### config.mk
export PLATFORM = sky130hd
export DESIGN_NAME = bytedma_ctrl
export DESIGN_NICKNAME = d
export VERILOG_FILES = /design/src/rtl/bdma_pkg.sv /design/src/rtl/bdma_regs.sv /design/src/rtl/bdma_pack.sv /design/src/rtl/bytedma_ctrl.sv
export SDC_FILE = /design/constraint.sdc
export NUM_CORES = 1
export LEC_CHECK = 0
export ABC_AREA = 0
export BUFFER_PORTS_ARGS = -buffer_cell sky130_fd_sc_hd__buf_2
export CAP_MARGIN = 20
export CORE_ASPECT_RATIO = 0.8
export CORE_MARGIN = 4
export CORE_UTILIZATION = 59
export CTS_CLUSTER_SIZE = 20
export DETAILED_ROUTE_END_ITERATION = 8
export GPL_TIMING_DRIVEN = 0
export PLACE_DENSITY = 0.89
export SYNTH_ARGS = -nofsm -noshare
export SYNTH_HDL_FRONTEND = slang
export SYNTH_SLANG_ARGS = --single-unit
### constraint.sdc
create_clock -name clk -period 4.9 [get_ports clk]
set_clock_uncertainty 0.1 [all_clocks]
set_input_delay 0.49 -clock clk [delete_from_list [all_inputs] [get_ports clk]]
set_output_delay 0.49 -clock clk [all_outputs]
set_load 0.1 [all_outputs]
### src/rtl/bdma_pkg.sv
package bdma_pkg;

    localparam int OVL_W = 4;

    typedef enum logic [1:0] {
        FMT_PM24  = 2'b00,
        FMT_DM16  = 2'b01,
        FMT_DM8HI = 2'b10,
        FMT_DM8LO = 2'b11
    } fmt_e;

    typedef enum logic [1:0] {
        ST_IDLE,
        ST_BYTE,
        ST_WORD,
        ST_DONE
    } state_e;

    typedef enum logic [2:0] {
        SEL_IADDR = 3'd0,
        SEL_EADDR = 3'd1,
        SEL_PAGE  = 3'd2,
        SEL_CTRL  = 3'd3,
        SEL_WAIT  = 3'd4,
        SEL_COUNT = 3'd5
    } sel_e;

    typedef struct packed {
        logic [OVL_W-1:0] ovl;
        logic             halt;
        logic             dir;
        fmt_e             fmt;
    } ctrl_t;

    function automatic logic [1:0] last_byte_idx(fmt_e f);
        unique case (f)
            FMT_PM24: return 2'd2;
            FMT_DM16: return 2'd1;
            default:  return 2'd0;
        endcase
    endfunction

endpackage

### src/rtl/bdma_regs.sv
module bdma_regs
    import bdma_pkg::*;
#(
    parameter int IADDR_W = 14,
    parameter int EADDR_W = 14,
    parameter int PAGE_W  = 8,
    parameter int CNT_W   = 14,
    parameter int WAIT_W  = 3,
    parameter int CFG_W   = 16
) (
    input  logic                       clk,
    input  logic                       rst_n,
    input  logic                       cfg_we,
    input  logic [2:0]                 cfg_sel,
    input  logic [CFG_W-1:0]           cfg_wdata,
    input  logic                       busy,
    input  logic                       inc_int,
    input  logic                       inc_ext,
    input  logic                       dec_cnt,
    output logic [IADDR_W-1:0]         int_addr,
    output logic [EADDR_W+PAGE_W-1:0]  ext_addr,
    output ctrl_t                      ctrl,
    output logic [WAIT_W-1:0]          wait_q,
    output logic [CNT_W-1:0]           count,
    output logic                       start
);
    localparam int BM_AW  = EADDR_W + PAGE_W;
    localparam int CTRL_W = $bits(ctrl_t);

    logic wr_ok;
    assign wr_ok = cfg_we && !busy;
    assign start = wr_ok && (cfg_sel == SEL_COUNT) && (cfg_wdata[CNT_W-1:0] != '0);

    always_ff @(posedge clk or negedge rst_n) begin
        if (!rst_n) begin
            int_addr <= '0;
            ext_addr <= '0;
            ctrl     <= '0;
            wait_q   <= '0;
            count    <= '0;
        end else if (wr_ok) begin
            unique case (cfg_sel)
                SEL_IADDR: int_addr <= cfg_wdata[IADDR_W-1:0];
                SEL_EADDR: ext_addr[EADDR_W-1:0] <= cfg_wdata[EADDR_W-1:0];
                SEL_PAGE:  ext_addr[BM_AW-1:EADDR_W] <= cfg_wdata[PAGE_W-1:0];
                SEL_CTRL:  ctrl <= ctrl_t'(cfg_wdata[CTRL_W-1:0]);
                SEL_WAIT:  wait_q <= cfg_wdata[WAIT_W-1:0];
                SEL_COUNT: count <= cfg_wdata[CNT_W-1:0];
                default: ;
            endcase
        end else begin
            if (inc_int) int_addr <= int_addr + 1'b1;
            if (inc_ext) ext_addr <= ext_addr + 1'b1;
            if (dec_cnt) count <= count - 1'b1;
        end
    end

    // the engine never counts below zero
    p_cnt_no_underflow_r2: assert property (@(posedge clk) disable iff (!rst_n)
        dec_cnt |-> (count != '0));

    // a busy engine keeps its programming
    p_ctrl_frozen_r12: assert property (@(posedge clk) disable iff (!rst_n)
        (busy && $past(busy)) |-> $stable(ctrl));

endmodule

### src/rtl/bdma_pack.sv
module bdma_pack
    import bdma_pkg::*;
(
    input  fmt_e        fmt,
    input  logic [23:0] acc,
    input  logic [23:0] word_q,
    input  logic [1:0]  byte_idx,
    output logic [23:0] im_wdata,
    output logic [7:0]  bm_wdata
);
    always_comb begin
        unique case (fmt)
            FMT_PM24:  im_wdata = acc;
            FMT_DM16:  im_wdata = {8'h00, acc[15:0]};
            FMT_DM8HI: im_wdata = {8'h00, acc[7:0], 8'h00};
            FMT_DM8LO: im_wdata = {16'h0000, acc[7:0]};
        endcase
    end

    always_comb begin
        bm_wdata = 8'h00;
        unique case (fmt)
            FMT_PM24: begin
                unique case (byte_idx)
                    2'd0:    bm_wdata = word_q[23:16];
                    2'd1:    bm_wdata = word_q[15:8];
                    default: bm_wdata = word_q[7:0];
                endcase
            end
            FMT_DM16:  bm_wdata = (byte_idx == 2'd0) ? word_q[15:8] : word_q[7:0];
            FMT_DM8HI: bm_wdata = word_q[15:8];
            FMT_DM8LO: bm_wdata = word_q[7:0];
        endcase
    end
endmodule

### src/rtl/bytedma_ctrl.sv
module bytedma_ctrl
    import bdma_pkg::*;
#(
    parameter int IADDR_W = 14,
    parameter int EADDR_W = 14,
    parameter int PAGE_W  = 8,
    parameter int CNT_W   = 14,
    parameter int WAIT_W  = 3,
    parameter int CFG_W   = 16
) (
    input  logic                      clk,
    input  logic                      rst_n,
    input  logic                      cfg_we,
    input  logic [2:0]                cfg_sel,
    input  logic [CFG_W-1:0]          cfg_wdata,
    input  logic                      core_ext_req,
    output logic                      bm_req,
    output logic                      bm_we,
    output logic [EADDR_W+PAGE_W-1:0] bm_addr,
    output logic [7:0]                bm_wdata,
    input  logic [7:0]                bm_rdata,
    output logic                      im_req,
    output logic                      im_we,
    output logic                      im_pm,
    output logic [IADDR_W-1:0]        im_addr,
    output logic [23:0]               im_wdata,
    input  logic [23:0]               im_rdata,
    output logic                      irq,
    output logic                      core_hold,
    output logic                      core_rst,
    output logic                      busy_o,
    output logic [CNT_W-1:0]          wcount_o,
    output logic [OVL_W-1:0]          ovl_sel
);
    localparam int BM_AW = EADDR_W + PAGE_W;

    state_e               state, nxt;
    ctrl_t                ctrl;
    logic [IADDR_W-1:0]   int_addr;
    logic [BM_AW-1:0]     ext_addr;
    logic [WAIT_W-1:0]    wait_q, wcnt;
    logic [CNT_W-1:0]     count;
    logic                 start, acc_act;
    logic [23:0]          acc, word_q;
    logic [1:0]           byte_idx, last_idx;
    logic                 bm_go, byte_end, word_end, is_store, final_word;
    logic                 inc_int, inc_ext, dec_cnt;

    assign is_store   = ctrl.dir;
    assign last_idx   = last_byte_idx(ctrl.fmt);
    assign final_word = (count == {{(CNT_W-1){1'b0}}, 1'b1});
    assign bm_go      = (state == ST_BYTE) && (acc_act || !core_ext_req);
    assign byte_end   = bm_go && (wcnt == wait_q);
    assign word_end   = byte_end && (byte_idx == last_idx);
    assign inc_int    = (state == ST_WORD);
    assign inc_ext    = byte_end;
    assign dec_cnt    = is_store ? word_end : (state == ST_WORD);

    bdma_regs #(
        .IADDR_W(IADDR_W), .EADDR_W(EADDR_W), .PAGE_W(PAGE_W),
        .CNT_W(CNT_W), .WAIT_W(WAIT_W), .CFG_W(CFG_W)
    ) u_regs (
        .clk(clk), .rst_n(rst_n), .cfg_we(cfg_we), .cfg_sel(cfg_sel),
        .cfg_wdata(cfg_wdata), .busy(busy_o), .inc_int(inc_int),
        .inc_ext(inc_ext), .dec_cnt(dec_cnt), .int_addr(int_addr),
        .ext_addr(ext_addr), .ctrl(ctrl), .wait_q(wait_q), .count(count),
        .start(start)
    );

    bdma_pack u_pack (
        .fmt(ctrl.fmt), .acc(acc), .word_q(word_q), .byte_idx(byte_idx),
        .im_wdata(im_wdata), .bm_wdata(bm_wdata)
    );

    always_comb begin
        nxt = state;
        unique case (state)
            ST_IDLE: if (start) nxt = ctrl.dir ? ST_WORD : ST_BYTE;
            ST_BYTE: if (word_end) nxt = (is_store && final_word) ? ST_DONE : ST_WORD;
            ST_WORD: nxt = (!is_store && final_word) ? ST_DONE : ST_BYTE;
            ST_DONE: nxt = ST_IDLE;
        endcase
    end

    always_ff @(posedge clk or negedge rst_n) begin
        if (!rst_n) state <= ST_IDLE;
        else        state <= nxt;
    end

    always_ff @(posedge clk or negedge rst_n) begin
        if (!rst_n) begin
            acc_act  <= 1'b0;
            wcnt     <= '0;
            byte_idx <= '0;
            acc      <= '0;
            word_q   <= '0;
        end else begin
            if (start) begin
                acc_act  <= 1'b0;
                wcnt     <= '0;
                byte_idx <= '0;
            end else if (bm_go) begin
                if (byte_end) begin
                    acc_act  <= 1'b0;
                    wcnt     <= '0;
                    acc      <= {acc[15:0], bm_rdata};
                    byte_idx <= (byte_idx == last_idx) ? 2'd0 : byte_idx + 2'd1;
                end else begin
                    acc_act <= 1'b1;
                    wcnt    <= wcnt + 1'b1;
                end
            end
            if (state == ST_WORD && is_store) word_q <= im_rdata;
        end
    end

    always_comb begin
        bm_req    = bm_go;
        bm_we     = is_store;
        bm_addr   = ext_addr;
        im_req    = (state == ST_WORD);
        im_we     = !is_store;
        im_pm     = (ctrl.fmt == FMT_PM24);
        im_addr   = int_addr;
        busy_o    = (state != ST_IDLE);
        irq       = (state == ST_DONE);
        core_hold = (state != ST_IDLE) && ctrl.halt;
        core_rst  = (state == ST_DONE) && ctrl.halt;
        wcount_o  = count;
        ovl_sel   = ctrl.ovl;
    end

    // a byte access never opens while the processor holds the bus
    p_core_priority_r10: assert property (@(posedge clk) disable iff (!rst_n)
        (bm_req && core_ext_req) |-> ($past(bm_req) && $stable(bm_addr)));

    // internal memory sees a single-cycle request per word
    p_im_single_r13: assert property (@(posedge clk) disable iff (!rst_n)
        im_req |=> !im_req);

    // completion only with the count exhausted
    p_irq_at_zero_r2: assert property (@(posedge clk) disable iff (!rst_n)
        irq |-> (wcount_o == '0));

    // restart pulse only in halt mode, together with the interrupt
    p_rst_with_irq_r11: assert property (@(posedge clk) disable iff (!rst_n)
        core_rst |-> (irq && core_hold));

    // external address moves by one after each finished byte
    p_ext_step_r6: assert property (@(posedge clk) disable iff (!rst_n)
        (busy_o && byte_end) |=> (bm_addr == $past(bm_addr) + 1'b1));

endmodule

; ---- After elaboration in Yosys (flattened, before gate mapping)
; Cells that the tools add are included.
[word_totals]
latch_bits = 0
input_bits = 55
mem_bits_ro = 0
mem_count = 0
ram_bits = 0
ff_bits = 117
elab_cells = 109
[classes]
shifts = 0
n_lt_le_gt_ge = 0
multipliers = 0
mux = 32
n_eq_ne = 21
n_reduce_logical = 35
bitwise = 1
div_mod_pow = 0
n_addsub = 5
[op_table]
columns = op, count
row1 = $mux 14, 7
row2 = $pmux 24 s4, 1
row3 = $mux 22, 2
row4 = $pmux 8 s4, 1
row5 = $add 22x1->22 const B, 1
row6 = $mux 2, 8
row7 = $mux 8, 2
row8 = $pmux 8 s2, 1
row9 = $reduce_and 2->1, 8
row10 = $add 14x1->14 const B, 1
row11 = $eq 14x1->1 const B, 1
row12 = $reduce_bool 14->1, 1
row13 = $sub 14x1->14 const B, 1
row14 = $ne 2x2->1 const B, 6
row15 = $reduce_bool 2->1, 6
row16 = $logic_and 1x1->1, 11
row17 = $mux 3, 3
row18 = $eq 2x2->1 const B, 4
row19 = $pmux 2 s4, 1
row20 = $eq 2x1->1 const B, 3
row21 = $eq 3x2->1 const B, 2
row22 = $eq 3x3->1 const B, 2
row23 = $logic_not 2->1, 3
row24 = $mux 1, 5
row25 = 11 further kinds, 13

; ---- Longest topological paths before layout
; Gate-level depths: netlist of run 1.
[depth]
ltp_word = 8
depth_mapped = 9

; ---- Cells and area by module
; Synthesis of run 1 repeated with hierarchy kept, for this count alone.
[hier_totals]
cells_unflattened = 669
area_unflattened_um2 = 6824.0
[by_module_without_submodules]
columns = module, n_inst, area_per_inst_um2, cells_each
row1 = bdma_regs, 1, 3667.3, 406
row2 = bytedma_ctrl, 1, 2521.2, 171
row3 = bdma_pack, 1, 635.6, 92

; ---- Worst setup path before layout of run 1
; OpenSTA, ideal clock, no wires.
[synth_path]
kind = reg2out
from = register, netlist name u_regs.ctrl[1]
to = output bm_wdata[2]
arrival_ns = 3.027
setup_slack_ns = 1.283
path_stages_with_launch = 7
path_cell_list = dfrtp_1 > buf_2 > nor2_1 > clkbuf_1 > a31oi_1 > o22ai_1 > a21oi_1
[synth_between]
elab_chain_cells = 2
[synth_lines]
columns = element, line_no
row1 = $logic_not 2->1, -
row2 = named net im_pm, bytedma_ctrl.sv:24  ; output logic im_pm,
row3 = $pmux 8 s4, bdma_pack.sv:22  ; unique case (fmt)
row4 = to (decl), bytedma_ctrl.sv:20  ; output logic [7:0] bm_wdata,
; The timed path passes the listed nets, and every way through them passes these cells.

; ---- Final worst setup path of run 1
[layout_path]
from = register byte_idx[0]
to = output bm_wdata[1]
[layout_between]
elab_chain_cells = 3
[layout_lines]
columns = element, line_no
row1 = from (decl), bytedma_ctrl.sv:45  ; logic [1:0] byte_idx, last_idx;
row2 = from (signal assigned), bytedma_ctrl.sv:107  ; byte_idx <= (byte_idx == last_idx) ? 2'd0 : byte_idx + 2'd1;
row3 = $eq 2x1->1 or $logic_not 2->1 (tied branches), "bdma_pack.sv:24, bdma_pack.sv:30"
row4 = $pmux 8 s2 or $mux 8 (tied branches), "bdma_pack.sv:24, bdma_pack.sv:30"
row5 = $pmux 8 s4 (*), bdma_pack.sv:22
; Every way passes the cells marked *; elsewhere a longest branch is shown, timed or not.

==> results.toml, run 1 <==
[status]
status = "finished, final reports clean"

[routing]
drt_iter0_drc = 1093
dr.pass1.iters = 7
drc = 0
via_per_inst = 6.44
via_count = 6734
ant_nets = 0
drt_wl_total_mm = 21.5
avgRoutedWirePerCell_um = 20.5

[grt]
grt_antenna_before_repair = 3
grt_pass1_wl_mm = 32.9
grt_overflow = 0
grtUsageTotal_pct = 32.6
grt_max_degree = 61
grt_pass1_vias = 6357

[setup_path]
path_class = "reg2out"
crit_path_start = "byte_idx[0]"
path_depth = 9
cp_max_fo = 10
crit_family = "buffers and inverters"
rr_startpoint = "u_regs.wait_q[2]"
slowest_delay_ns = 0.45
r2r_cells = 5
cp_data_required_time_ns = 4.31
critPathCaptureType = "output port"
start_kind = "register"
critPathSlowestCell = "buf_2"
critPathArrivalTime_ns = 2.95
r2r-end = "acc[8]"
endpoint = "bm_wdata[1]"
path_common_cell = "clkbuf_1"
rrSetupSlack_ns = 2.47
critPathBufInv = 4
path_cells = "inv_1 > ha_1 > clkbuf_1 > clkbuf_1 > nand2_1 > a31oi_1 > o22ai_1 > a21oi_1 > buf_2"

[clock_tree]
clock_path_buffers = 2
cts_sinks = 117
clock_latency_ns = 0.42
cts_tree = "yes"
cts_hold_buf = 1
cts_resized = 0
cts_max_level = 4
clk_pin_slew_worst_paths_ns = 0.05
cts_inserted_buffers = 17
post-cts-setup-buffers = 0
cts-root-buf = "clkbuf_16"

[yosys]
netlist_area_mm2 = 0.00661
syn_avg_cell_area_um2 = 9.21
synth_cells = 717
ys_seq_elements = 117
yosysUniqueCellTypes = 69
ys_seq_area_share_pct = 44.3
synth_edf_count = 0
yosys_most_used_dff = "dfrtp_1"
synth_warnings = 0
synth_nets = 779
async_flop_share_pct = 100

[place]
gp_congestion = 0.980
dpl.cell_count = 1009
placed_area_mm2 = 0.00755
dpl.hpwl_mm = 14.4
port_buffers = 147
place_ws_ns = 1.93

[final_layout]
multi_input_area_mm2 = 0.00338
seqCellArea_mm2 = 0.00293
design_area_mm2 = 0.00818
layout.nets = 947
fin_cells = 1046
area_growth_pct = 23.9
fillers = 787
layout-drive-gt1-share_pct = 27.7

[sta]
layout_min_cycle_time_ns = 3.54
rsz0062_at_grt = "false"
max_freq_mhz = 282
fin_setup_tns_ns = 0
finalHoldViolations = 0
fin_ws_ns = 1.36
worst_slew_pin_slew_ns = 0.745
slew_headroom_pct = 50.4
setup_violations = 0
drv_slew = 0
post-route-period-util_pct = 72.3

[hold_path]
hp-class = "in2reg"

[floorplan]
core_area_mm2 = 0.0109
ios = 150
row_count = 34
initial_core_util_pct = 60.7
fp.dieH_um = 103
die_area_mm2 = 0.0130
dieWidth_um = 126

[flow_run]
cap_violations = 0
[routing by layer]
| layer | part of all wire (%) | vias up | track usage (%) | routed length [um] |
|---|---|---|---|---|
| met2 | 45 | 494 | 49.6 | 9610 |
| met1 | 40 | 3168 | 43.6 | 8640 |
| met5 | 0 | - | 0 | 0 |
| met3 | 11 | 104 | 8.96 | 2330 |
| met4 | 4.1 | 0 | 16.1 | 886 |
| li1 | - | 2968 | - | - |
[final cells by class]
cell class                 instances  area share, %
multi-input combinational        535           41.3
sequential                       117           35.8
timing repair buffer             149           9.53
clock buffer                      24           6.25
buffer                            46           2.74
tap                              144           2.20
clock inverter                     8           1.16
inverter                          19          0.872
antenna                            4          0.122
[cells in the mapped netlist, types with 6 or more instances]
cell type	count	area (um2)
buf_2	14	70.1
inv_1	19	71.3
o22ai_1	17	106
nand2b_1	6	37.5
a211o_1	7	61.3
nor4_1	6	37.5
and4_1	7	61.3
nor2_1	59	221
nand2_1	85	319
nand3_1	22	110
o21ai_0	45	225
ha_1	7	87.6
a21oi_1	58	290
nand4_1	10	62.6
clkbuf_1	25	93.8
nor3_1	11	55.1
o22a_1	22	193
o21a_1	6	45.0
mux2_2	15	169
mux2_1	6	67.6
dfrtp_1	117	2930
and2_1	20	125
a31oi_1	24	150
and3_1	11	68.8
a41oi_1	8	70.1
o21ai_1	7	35.0
mux2_4	14	210
[per-stage QoR]
step / hold slack, ns / util, %
floorplan: 0.0944 / -
global placement: 0.354 / 69.1
detailed placement: 0.363 / 69.4
CTS: 0.169 / 75.0
global route: 0.181 / 75.1
finish: 0.167 / 75.1
[tightest hold or removal path: cells and delay by family]
kind,cells,cell delay [ns]
buffers and inverters,1,0.07
AND/OR/NAND/NOR,2,0.09
[sequential cells by signal, summed over array words and instances, names as in the netlist]
| signal | count |
|---|---|
| u_regs.ctrl | 8 |
| acc_act | 1 |
| word_q | 24 |
| state | 2 |
| u_regs.ext_addr | 22 |
| wcnt | 3 |
| u_regs.int_addr | 14 |
| byte_idx | 2 |
| acc | 24 |
| u_regs.wait_q | 3 |
| u_regs.count | 14 |
[logic make-up after synthesis]
logic type | synth area share, %
AOI/OAI and AO/OA | 21.7
xor gates and xnor gates | 0.777
adders and majority gates | 1.33
buffers and inverters | 4.47
DFF | 44.3
muxes | 6.91
and+or+nand+nor | 20.5
[placed cells by master (no fill, tap or decap), types with 19 or more instances in the layout]
cell type and instances:
clkbuf_1 26, buf_2 160, o21ai_0 45, nand2_1 85
nand3_1 22, inv_1 19, a21oi_1 58, o22a_1 22
dfrtp_1 117, nor2_1 59, and2_1 20, a31oi_1 24
[how the worst min path moves through the flow]
stage	from	cells after the start	endpoint
4_1_cts	bm_rdata[4]	3	acc[4]
5_1_grt	bm_rdata[4]	3	acc[4]
2_1_floorplan	rst_n	0	acc[0]
6_report	bm_rdata[6]	3	acc[6]
3_5_place_dp	acc[21]	2	acc[21]
3_3_place_gp	acc[18]	2	acc[18]
Power of run 1 is not shown: default switching activity piles up to over one toggle a cycle in this logic, so the estimate is an artifact.
==> run 2, diff against run 1 <==
--- a/config.mk
+++ b/config.mk
@@ -5,16 +5,16 @@
 export SDC_FILE = /design/constraint.sdc
 export NUM_CORES = 1
 export LEC_CHECK = 0
-export ABC_AREA = 0
+export ABC_AREA = 1
 export BUFFER_PORTS_ARGS = -buffer_cell sky130_fd_sc_hd__buf_2
 export CAP_MARGIN = 20
 export CORE_ASPECT_RATIO = 0.8
 export CORE_MARGIN = 4
-export CORE_UTILIZATION = 59
+export CORE_UTILIZATION = 55
 export CTS_CLUSTER_SIZE = 20
 export DETAILED_ROUTE_END_ITERATION = 8
 export GPL_TIMING_DRIVEN = 0
-export PLACE_DENSITY = 0.89
+export PLACE_DENSITY = 0.84
 export SYNTH_ARGS = -nofsm -noshare
 export SYNTH_HDL_FRONTEND = slang
 export SYNTH_SLANG_ARGS = --single-unit
==> constraint.sdc (replaced) <==
create_clock -name clk -period 3.35 [get_ports clk]
set_clock_uncertainty 0.1 [all_clocks]
set_input_delay 0.335 -clock clk [delete_from_list [all_inputs] [get_ports clk]]
set_output_delay 0.335 -clock clk [all_outputs]
set_load 0.1 [all_outputs]
==> results.toml, run 2 <==
[routing]
drt_iter0_drc = 804
dr.pass1.iters = 7
ant_nets = 0
via_count = 7179
drc = 0
avgRoutedWirePerCell_um = 16.9
via_per_inst = 5.80
drt_wl_total_mm = 21.0

[final_layout]
fillers = 940
area_growth_pct = 24.2
layout.nets = 1134
seqCellArea_mm2 = 0.00293
top_regs = "acc (24), word_q (24), u_regs.ext_addr (22)"
multi_input_area_mm2 = 0.00326
layout_commonest_cell = "nand2_1"
layout-drive-gt1-share_pct = 22.9
layout_common_cells = "214 x nand2_1, 150 x buf_2, 117 x dfrtp_1"

[yosys]
ys_seq_area_share_pct = 43.3
yosys_most_used_dff = "dfrtp_1"
synth_nets = 966
synth_area_leader_cell = "dfrtp_1"
synth_cells = 904
yosys-top-cells-area = "dfrtp_1 43%, nand2_1 12%, nor2_1 6.4%, inv_1 5.9%, o21ai_0 4.8%"
yosysUniqueCellTypes = 38
yosysMostFrequentCell = "nand2_1"
syn_avg_cell_area_um2 = 7.48
synth_edf_count = 0
async_flop_share_pct = 100
synth_top_area_share_pct = 43.3
synth_warnings = 0
ys_seq_elements = 117
synth_top_cells_by_count = "215 x nand2_1, 117 x dfrtp_1, 115 x nor2_1, 107 x inv_1, 65 x o21ai_0"
netlist_area_mm2 = 0.00676

[place]
gp_congestion = 1.02
place_ws_ns = 0.352
port_buffers = 147
dpl.hpwl_mm = 14.8

[setup_path]
r2r-end = "u_regs.ext_addr[21]"
critPathCaptureType = "output port"
r2r_cells = 8
start_kind = "register"
critPathArrivalTime_ns = 2.73
cp_data_required_time_ns = 2.91
path_class = "reg2out"
rr_startpoint = "state[0]"
rrSetupSlack_ns = 1.19
crit_path_start = "byte_idx[0]"
endpoint = "bm_wdata[1]"
cp_max_fo = 10

[clock_tree]
cts-root-buf = "clkbuf_16"
cts_sinks = 117
clock_latency_ns = 0.42
cts_inserted_buffers = 17
cts_tree = "yes"
clock_path_buffers = 2
cts_max_level = 4
post-cts-setup-buffers = 0
clk_pin_slew_worst_paths_ns = 0.06

[sta]
post-route-period-util_pct = 94.4
rsz0062_at_grt = "false"
slew_headroom_pct = 51.0
max_freq_mhz = 316
finalHoldViolations = 0
layout_min_cycle_time_ns = 3.16
setup_violations = 0
fin_ws_ns = 0.188
worst_slew_pin_slew_ns = 0.733
drv_slew = 0

[floorplan]
die_area_mm2 = 0.0141
dieWidth_um = 132
row_count = 35
core_area_mm2 = 0.0118
fp.dieH_um = 107
ios = 150
initial_core_util_pct = 57.4

[grt]
grt_pass1_vias = 6813
grtUsageTotal_pct = 29.4
grt_overflow = 0
grt_pass1_wl_mm = 33.4
grt_antenna_before_repair = 3
grt_max_degree = 75

[flow_run]
cap_violations = 0

[hold_path]
hp-class = "in2reg"

[status]
status = "finished, final reports clean"
-- run 2: changes by cell type in the layout (fill, tap and decap cells not counted), sizes merged, moves of 22 or more --
cell	previous run	this run
nand4	10	32
nor2	61	120
nand3	22	62
nand2	86	220
inv	19	114
o22a	22	0
-- run 2: worst min-delay path by stage --
stage / start / end / slack, ns / cells past startpoint
2_1_floorplan: rst_n / acc[0] / -0.06 / 0
3_3_place_gp: acc[10] / acc[10] / 0.37 / 2
3_5_place_dp: rst_n / word_q[7] / 0.19 / 1
4_1_cts: bm_rdata[5] / acc[5] / 0.02 / 3
5_1_grt: bm_rdata[1] / acc[1] / 0.03 / 3
6_report: bm_rdata[5] / acc[5] / 0.02 / 3
-- run 2: kinds of logic (layout without fill, tap and decap cells) --
family / after synthesis / in the layout / synth area share, %
xor+xnor: 13 / 13 / 1.68
fa+ha+maj: 7 / 7 / 1.30
simple gates: 440 / 440 / 27.8
mux: 24 / 24 / 4.00
buf+inv: 143 / 324 / 8.53
flops: 117 / 117 / 43.3
other cells: 0 / 4 / 0
compound gates: 160 / 160 / 13.3
-- run 2: worst max-delay path: stages (launching register included) --
cell      delay, ns
dfrtp_1        0.41
inv_1          0.12
ha_1           0.23
clkbuf_1       0.26
a21oi_1        0.30
inv_2          0.16
nand2_2        0.20
o22ai_1        0.10
a21oi_1        0.20
buf_4          0.33
-- run 2: cell type report --
class	count	share of cell area, %
Antenna cell	4	0.119
Buffer	31	1.86
Clock buffer	18	5.23
Clock inverter	14	2.38
Inverter	112	5.01
Multi-Input combinational cell	644	38.8
Sequential cell	117	34.9
Tap cell	148	2.21
Timing Repair Buffer	149	9.49
-- run 2: stage by stage --
step	setup TNS, ns	hold WS [ns]	util, %	cell area (um2)	instances
after floorplan	-0.217	-0.0606	-	6760	904
after global placement	0	0.366	65.2	7680	1199
after detailed placement	0	0.187	65.5	7710	1200
after CTS	0	0.0200	71.2	8380	1233
after global routing	0	0.0323	71.3	8400	1237
final	0	0.0199	71.3	8400	1237
-- run 2: timing repair --
item	in CTS	in global routing
gates resized for setup	8	2
hold endpoints to repair	43	0
endpoints found under the setup margin	7	8
hold buffers	1	0
-- run 2: per-layer routing --
metal	global-route usage, %	wire length (um)	part of all wire [%]	up-vias
li1	-	-	-	3315
met5	0	0	0	-
met1	40.1	8680	41	3364
met3	6.24	2140	10	69
met4	13.0	622	3.0	0
met2	45.5	9530	45	431
Power of run 2 is left out for the same reason.
==> run 3, diff against run 2 <==
--- a/config.mk
+++ b/config.mk
@@ -9,12 +9,11 @@
 export BUFFER_PORTS_ARGS = -buffer_cell sky130_fd_sc_hd__buf_2
 export CAP_MARGIN = 20
 export CORE_ASPECT_RATIO = 0.8
-export CORE_MARGIN = 4
-export CORE_UTILIZATION = 55
+export CORE_UTILIZATION = 35
 export CTS_CLUSTER_SIZE = 20
 export DETAILED_ROUTE_END_ITERATION = 8
 export GPL_TIMING_DRIVEN = 0
-export PLACE_DENSITY = 0.84
+export PLACE_DENSITY = 0.59
 export SYNTH_ARGS = -nofsm -noshare
 export SYNTH_HDL_FRONTEND = slang
 export SYNTH_SLANG_ARGS = --single-unit
==> results.toml, run 3 (synthesis gave the netlist of run 2 again) <==
[status]
status = "finished, final reports clean"

[final_layout]
layout-drive-gt1-share_pct = 22.9
layout_commonest_cell = "nand2_1"
area_growth_pct = 26.2
layout.nets = 1134
design_area_mm2 = 0.00853
top_regs = "acc (24), word_q (24), u_regs.ext_addr (22)"
layout_common_cells = "214 x nand2_1, 150 x buf_2, 117 x dfrtp_1"
fillers = 1992

[place]
placed_area_mm2 = 0.00785
gp_congestion = 0.922
dpl.hpwl_mm = 15.5
place_ws_ns = 0.339
port_buffers = 147

[sta]
worst_slew_pin_slew_ns = 0.733
finalHoldViolations = 0
max_freq_mhz = 329
layout_min_cycle_time_ns = 3.04
slew_headroom_pct = 50.9
post-route-period-util_pct = 90.8
setup_violations = 0
fin_ws_ns = 0.307
rsz0062_at_grt = "false"
drv_slew = 0
whs_ns = 0.0234
fin_setup_tns_ns = 0

[clock_tree]
cts_tree = "yes"
cts_max_level = 4
cts_sinks = 117
clk_pin_slew_worst_paths_ns = 0.06
cts-root-buf = "clkbuf_16"
clock_latency_ns = 0.42
post-cts-setup-buffers = 0
clock_path_buffers = 2
cts_inserted_buffers = 17

[floorplan]
die_area_mm2 = 0.0199
dieWidth_um = 157
core_area_mm2 = 0.0189
row_count = 45
initial_core_util_pct = 35.7
ios = 150
fp.dieH_um = 126

[setup_path]
cp_data_required_time_ns = 2.91
crit_path_start = "byte_idx[0]"
critPathArrivalTime_ns = 2.61
rrSetupSlack_ns = 1.32
endpoint = "bm_wdata[0]"
path_cells = "inv_1 > ha_1 > clkbuf_1 > nor2_2 > nand2_1 > a21oi_1 > a21oi_1 > nand2_1 > buf_2"
critPathCaptureType = "output port"
rr_startpoint = "u_regs.ctrl[0]"
r2r_cells = 11
path_class = "reg2out"
start_kind = "register"
cp_max_fo = 10
r2r-end = "u_regs.count[2]"
critPathSlowestCell = "nor2_2"
slowest_delay_ns = 0.44

[grt]
grt_overflow = 0
grt_antenna_before_repair = 3
grt_max_degree = 69
grt_pass1_wl_mm = 32.9
grtUsageTotal_pct = 21.7
grt_pass1_vias = 6092

[flow_run]
cap_violations = 0

[routing]
via_count = 6697
ant_nets = 0
drt_iter0_drc = 429
via_per_inst = 4.98
drt_wl_total_mm = 20.8
dr.pass1.iters = 8
avgRoutedWirePerCell_um = 15.5
drc = 0

[hold_path]
hp-class = "in2reg"
==> run 3: final cells by class <==
class | instances | area, um2 | area share [%]
Tap cell | 258 | 323 | 3.78
Buffer | 31 | 156 | 1.83
Sequential cell | 117 | 2930 | 34.3
Clock inverter | 14 | 200 | 2.35
Multi-Input combinational cell | 644 | 3260 | 38.2
Inverter | 112 | 420 | 4.93
Antenna cell | 3 | 7.51 | 0.0880
Timing Repair Buffer | 149 | 797 | 9.34
Clock buffer | 18 | 439 | 5.15
==> run 3: worst max-delay path, delay by kind of cell (launching register included) <==
family	cells	cell delay, ns
buffers and inverters	3	0.78
AND/OR/NAND/NOR	3	0.61
flip-flops	1	0.40
adder cells (fa/ha/maj)	1	0.20
AO/OA/AOI/OAI	2	0.19
==> run 3: layer usage <==
metal	vias to the layer above	track usage [%]	wire (um)
li1	3310	-	-
met1	3152	31.5	10200
met2	206	32.1	9060
met3	29	3.89	1120
met4	0	8.11	430
met5	-	0	0
==> run 3: worst min path at each step <==
stage	end	startpoint	depth (start not counted)
global route	acc[0]	bm_rdata[0]	3
global placement	acc[9]	acc[9]	2
finish	acc[7]	bm_rdata[7]	3
detailed placement	u_regs.ctrl[6]	rst_n	1
CTS	acc[7]	bm_rdata[7]	3
floorplan	acc[0]	rst_n	0
==> run 3: metrics by stage <==
stage | util, % | std cells
4_1_cts | 45.0 | 1343
6_report | 45.1 | 1346
2_1_floorplan | - | 904
3_5_place_dp | 41.5 | 1310
3_3_place_gp | 41.3 | 1309
5_1_grt | 45.1 | 1346
==> run 3: timing repair <==
action / in CTS / in global routing
gates resized for setup: 7 / 3
pin swaps: 0 / 0
hold endpoints to repair: 49 / 0
hold buffers: 1 / 0
endpoints found under the setup margin: 7 / 8
Power of run 3 is left out for the same reason.
